==> config.mk <==
export PLATFORM = sky130hd
export DESIGN_NAME = l2_alias_decoder
export DESIGN_NICKNAME = d
export VERILOG_FILES = /design/src/rtl/l2dec_pkg.sv /design/src/rtl/l2_mode_reg.sv /design/src/rtl/l2_alias_xlate.sv /design/src/rtl/l2_part_class.sv /design/src/rtl/l2_alias_decoder.sv
export SDC_FILE = /design/constraint.sdc
export NUM_CORES = 1
export LEC_CHECK = 0
export CAP_MARGIN = 0
export CORE_AREA = 4 4 41 43
export DETAILED_ROUTE_END_ITERATION = 10
export DIE_AREA = 0 0 45 47
export DONT_BUFFER_PORTS = 1
export HOLD_SLACK_MARGIN = 0.15
export SYNTH_ARGS = -nofsm -noshare
export SYNTH_HDL_FRONTEND = slang
export SYNTH_SLANG_ARGS = --single-unit
==> constraint.sdc <==
create_clock -name clk -period 4.73 [get_ports clk]
set_input_delay 1.419 -clock clk [delete_from_list [all_inputs] [get_ports clk]]
set_output_delay 1.419 -clock clk [all_outputs]
set_load 0.01 [all_outputs]
==> src/rtl/l2dec_pkg.sv <==
package l2dec_pkg;
  localparam int ADDR_W         = 32;
  localparam int CORE_W         = 4;
  localparam int MODE_W         = 3;
  localparam int L2_LOG2        = 20;          // 1024KB window
  localparam int CACHE_MIN_LOG2 = 15;          // smallest cache part, 32KB
  localparam int SPLIT_MODES    = 5;           // modes 1..5 carry a split
  localparam logic [3:0] GLB_NIBBLE = 4'h1;
  localparam logic [3:0] WIN_SEL    = 4'h8;    // bits [23:20] of the window

  typedef enum logic [1:0] {
    CLS_SRAM  = 2'd0,
    CLS_CACHE = 2'd1,
    CLS_NONE  = 2'd2
  } region_e;
endpackage

==> src/rtl/l2_mode_reg.sv <==
module l2_mode_reg #(
  parameter int MODE_W = l2dec_pkg::MODE_W
) (
  input  logic              clk,
  input  logic              rst_n,
  input  logic              wr_en,
  input  logic [MODE_W-1:0] wr_data,
  output logic [MODE_W-1:0] mode_q
);
  logic [MODE_W-1:0] mode_d;

  always_comb begin
    mode_d = mode_q;
    if (wr_en) mode_d = wr_data;
  end

  always_ff @(posedge clk or negedge rst_n) begin
    if (!rst_n) mode_q <= '0;
    else        mode_q <= mode_d;
  end
endmodule

==> src/rtl/l2_alias_xlate.sv <==
module l2_alias_xlate #(
  parameter int ADDR_W = l2dec_pkg::ADDR_W,
  parameter int CORE_W = l2dec_pkg::CORE_W,
  parameter int L2_LOG2 = l2dec_pkg::L2_LOG2
) (
  input  logic [ADDR_W-1:0] addr,
  input  logic              from_owner,
  input  logic [CORE_W-1:0] core,
  output logic [ADDR_W-1:0] glb,
  output logic              hit
);
  localparam int LOW_W = ADDR_W - 8;
  localparam int WIN_W = LOW_W - L2_LOG2;

  logic [7:0]       top_byte;
  logic [7:0]       own_top;
  logic             in_window;
  logic             local_ok;
  logic             global_ok;

  always_comb begin
    top_byte  = addr[ADDR_W-1 -: 8];
    own_top   = {l2dec_pkg::GLB_NIBBLE, core};
    in_window = (addr[LOW_W-1 -: WIN_W] == l2dec_pkg::WIN_SEL[WIN_W-1:0]);
    local_ok  = from_owner && (top_byte == 8'h00) && in_window;
    global_ok = (top_byte == own_top) && in_window;
    hit       = local_ok || global_ok;
    glb       = local_ok ? {own_top, addr[LOW_W-1:0]} : addr;
  end
endmodule

==> src/rtl/l2_part_class.sv <==
module l2_part_class #(
  parameter int L2_LOG2        = l2dec_pkg::L2_LOG2,
  parameter int CACHE_MIN_LOG2 = l2dec_pkg::CACHE_MIN_LOG2,
  parameter int SPLIT_MODES    = l2dec_pkg::SPLIT_MODES,
  parameter int MODE_W         = l2dec_pkg::MODE_W
) (
  input  logic [L2_LOG2-1:0] offset,
  input  logic [MODE_W-1:0]  mode,
  output logic               in_cache
);
  // top_hit[m] : offset lies in the top 2^(CACHE_MIN_LOG2+m-1) bytes
  logic [SPLIT_MODES:1] top_hit;

  genvar m;
  generate
    for (m = 1; m <= SPLIT_MODES; m++) begin : g_split
      localparam int K = CACHE_MIN_LOG2 + m - 1;
      assign top_hit[m] = &offset[L2_LOG2-1:K];
    end
  endgenerate

  always_comb begin
    if (mode == '0)
      in_cache = 1'b0;
    else if (int'(mode) > SPLIT_MODES)
      in_cache = 1'b1;
    else
      in_cache = top_hit[mode];
  end
endmodule

==> src/rtl/l2_alias_decoder.sv <==
module l2_alias_decoder (
  input  logic        clk,
  input  logic        rst_n,
  input  logic [31:0] req_addr,
  input  logic        req_from_owner,
  input  logic [3:0]  core_idx,
  input  logic        cfg_we,
  input  logic [2:0]  cfg_wdata,
  output logic [2:0]  cfg_rdata,
  output logic [31:0] glb_addr,
  output logic        sram_hit,
  output logic        cache_hit,
  output logic        out_of_range
);
  import l2dec_pkg::*;

  logic        win_hit;
  logic        part_cache;
  logic [2:0]  mode_q;
  region_e     cls;

  l2_mode_reg #(.MODE_W(MODE_W)) u_mode (
    .clk     (clk),
    .rst_n   (rst_n),
    .wr_en   (cfg_we),
    .wr_data (cfg_wdata),
    .mode_q  (mode_q)
  );

  l2_alias_xlate #(.ADDR_W(ADDR_W), .CORE_W(CORE_W), .L2_LOG2(L2_LOG2)) u_xlate (
    .addr       (req_addr),
    .from_owner (req_from_owner),
    .core       (core_idx),
    .glb        (glb_addr),
    .hit        (win_hit)
  );

  l2_part_class #(
    .L2_LOG2(L2_LOG2), .CACHE_MIN_LOG2(CACHE_MIN_LOG2),
    .SPLIT_MODES(SPLIT_MODES), .MODE_W(MODE_W)
  ) u_part (
    .offset   (req_addr[L2_LOG2-1:0]),
    .mode     (mode_q),
    .in_cache (part_cache)
  );

  always_comb begin
    if (!win_hit)        cls = CLS_NONE;
    else if (part_cache) cls = CLS_CACHE;
    else                 cls = CLS_SRAM;
    sram_hit     = (cls == CLS_SRAM);
    cache_hit    = (cls == CLS_CACHE);
    out_of_range = (cls == CLS_NONE);
  end

  assign cfg_rdata = mode_q;
endmodule

==> key figures <==
Status
  • Outcome: completed

STA
  • Setup_tns: 0 ns
  • PnR worst setup slack: 0.985 ns
  • Hold slack: 0.616 ns
  • Slew HR: 84.0%
  • Slew @ Worst Pin: 0.239 ns
  • Pins Over Slew Limit: 0
  • Setup Viol. Count Final: 0
  • Final critical-path share of the clock period: 79.2%
  • Post-layout min period: 3.74 ns
  • Skew final: 0 ns
  • Endpoints failing hold: 0
  • RSZ-0062 raised after global routing: no
  • Fmax: 0.267 GHz

Clocking
  • CTS tree: built
  • Reg clk slew, reported paths: 0.04 ns
  • CTS root buf: clkbuf_4
  • Clk Latency, worst-skew pair: 0.23 ns
  • CTS max path bufs: 2
  • Clk sinks: 3
  • Post-CTS sizing: 0
  • H-tree depth: 1
  • CTS buffer count: 3
  • CTS Hold Buffers Added: 0
  • # Post-CTS Setup Buffers: 0

Logic synthesis
  • Syn nets: 103
  • Avg Inst Size Synth: 8.76 µm²
  • Yosys reg bits: 3
  • Top post-synthesis cells by area: buf_4, dfrtp_1, mux2_2
  • Mapped Cells: 60
  • Syn Std Cell Area: 526 µm²
  • Share of the synthesized area in the top cell type: 34.3%
  • Register area share after synthesis: 14.3%
  • Post-synthesis cell type count: 24
  • Synth Warn #: 0
  • Synth area leader: buf_4

Placed design
  • Final HPWL DP: 776 µm
  • Pre-CTS WS: 0.969 ns
  • Final Wtd Congestion: 0.657
  • Port Buf Inserts: 0

Worst setup path
  • WP data arrival: 2.33 ns
  • CP Capture Type: output pin
  • Startpoint types: input port
  • Critical Path Fanout Max: 6
  • Data required, critical path: 3.31 ns
  • Crit Path Class: input port to output pin

Cells and area
  • Number of antenna diodes: 0
  • Max reg flops: 3
  • Most flops, register: u_mode.mode_q
  • Area grow syn2layout: -30.0%
  • Largest registers: u_mode.mode_q x3
  • Layout cells sized above 1: 38.9%
  • Fillers: 145
  • Layout net count: 80

Detailed routing
  • First-iteration detailed-routing DRC count: 1
  • WL final: 861 µm
  • Antenna Violating Nets Remaining: 0
  • DRC viols: 0
  • Wire length per cell: 16.9 µm
  • Pre-antenna DRT Iters: 2
  • Avg Vias per Cell: 5.59
  • DR vias: 285

Die
  • Row count: 13
  • Die X: 45 µm
  • Die area: 2120 µm²
  • Core area: 1300 µm²
  • Starting density of the core: 40.4%
  • Num ports: 81
  • Die H: 47 µm

Global route
  • First-pass GRT wire length: 1190 µm
  • Met1 Use GR: 8.22%
  • GRT Max-Usage Layer: met2
  • Grt total ovfl: 0
  • Met3 GRT Util: 4.98%
  • Vias in the first global route: 302
  • Largest net degree at the start of global routing: 7
  • Antenna violations before repair: 0
  • Gr usage total: 7.59%
  • Met2 Use GR: 10.5%

Power and ir drop
  • Clock power share: 47.6%
  • Cell-internal power: 69.1 µW
  • Part of the power in registers: 35.0%
  • Sw frac: 25.7%
  • Sw power: 23.9 µW
  • Comb pwr share: 17.5%
  • Pleak: 0.000142 µW
  • PD cells: 253 nW/µm²
  • Peak supply drop: 0.113 mV

Flow run
  • Max-Cap Viols: 0

Min path
  • Min-delay worst type: flip-flop to flip-flop
-- power by group through the flow --
stage / clock (µW) / combinational [µW] / sequential [µW]
after floorplan: 0 / 37.6 / 32.0
after global placement: 0 / 16.5 / 32.9
after detailed placement: 0 / 16.7 / 32.9
after CTS: 46.1 / 16.7 / 32.6
after global routing: 49.5 / 18.2 / 33.2
final: 44.2 / 16.2 / 32.5
-- layer usage --
| metal | up-vias | wire length, µm |
|---|---|---|
| li1 | 129 | - |
| met1 | 129 | 266 |
| met2 | 25 | 449 |
| met3 | 2 | 143 |
| met4 | 0 | 2 |
| met5 | - | 0 |
-- critical path, cell delays in order --
cell     delay [ns]
nor4b_2        0.27
and4_1         0.37
a21oi_4        0.09
nor2b_2        0.17
-- synthesized netlist by cell type (all sizes together) --
cell / instances
xor2: 3
or2: 1
nor2: 2
nand3: 2
nor3: 2
nor2b: 1
a21oi: 3
clkbuf: 3
and4: 2
buf: 25
o21ai: 2
a21o: 4
xnor2: 1
dfrtp: 3
mux2: 3
nand2b: 1
nor4b: 2
-- worst paths after layout --
kind | startpoint | to | slack (ns) | cells past startpoint
max in group asynchronous | rst_n | u_mode.mode_q[1]$_DFFE_PN0P_ | 3.78 | 0
worst max register to register | u_mode.mode_q[0]$_DFFE_PN0P_ | u_mode.mode_q[0]$_DFFE_PN0P_ | 3.90 | 1
worst min register to register | u_mode.mode_q[2]$_DFFE_PN0P_ | u_mode.mode_q[2]$_DFFE_PN0P_ | 0.62 | 1
min in group asynchronous | rst_n | u_mode.mode_q[0]$_DFFE_PN0P_ | 0.89 | 0
worst max-delay path | req_addr[20] | sram_hit | 0.99 | 4
worst min-delay path | u_mode.mode_q[2]$_DFFE_PN0P_ | u_mode.mode_q[2]$_DFFE_PN0P_ | 0.62 | 1
-- logic make-up (layout without fill, tap and decap cells) --
| logic type | after synthesis | in the layout | synth area share, % |
|---|---|---|---|
| multiplexers | 3 | 3 | 6.43 |
| buffers and inverters | 28 | 4 | 38.6 |
| AND/OR/NAND/NOR | 13 | 13 | 21.2 |
| AO/OA/AOI/OAI | 9 | 9 | 12.9 |
| XOR/XNOR | 4 | 4 | 6.67 |
| flip-flops | 3 | 3 | 14.3 |
-- cell usage in the layout (no fill, tap or decap) --
cell type  Yosys  layout
nor4b_2        2       2
nor3_1         1       1
or2_1          1       1
a21oi_4        1       1
xor2_1         3       3
nor2_2         1       1
nor2_1         1       1
dfrtp_1        3       3
o21ai_0        1       1
xnor2_1        1       1
and4_2         1       1
o21ai_1        1       1
a21o_1         3       3
clkbuf_4       0       3
nor3_4         1       1
nor2b_2        1       1
and4_1         1       1
mux2_2         3       3
nand2b_1       1       1
nand3_1        2       2
a21oi_1        2       2
clkbuf_1       3       1
a21o_2         1       1
-- final cells by class --
type	count	area [µm²]	area share (%)
multi-input combinational	29	248	67.3
sequential	3	75.1	20.4
clock buffer	4	26.3	7.14
tap	15	18.8	5.10
-- through the flow --
step / power, µW / instance area, µm² / instances / util [%]
floorplan: 69.6 / 526 / 60 / -
global route: 101 / 368 / 51 / 28.3
detailed placement: 49.6 / 342 / 47 / 26.3
global placement: 49.3 / 342 / 47 / 26.3
finish: 93.0 / 368 / 51 / 28.3
CTS: 95.4 / 368 / 51 / 28.3
Power figures use the tool's default switching activity.
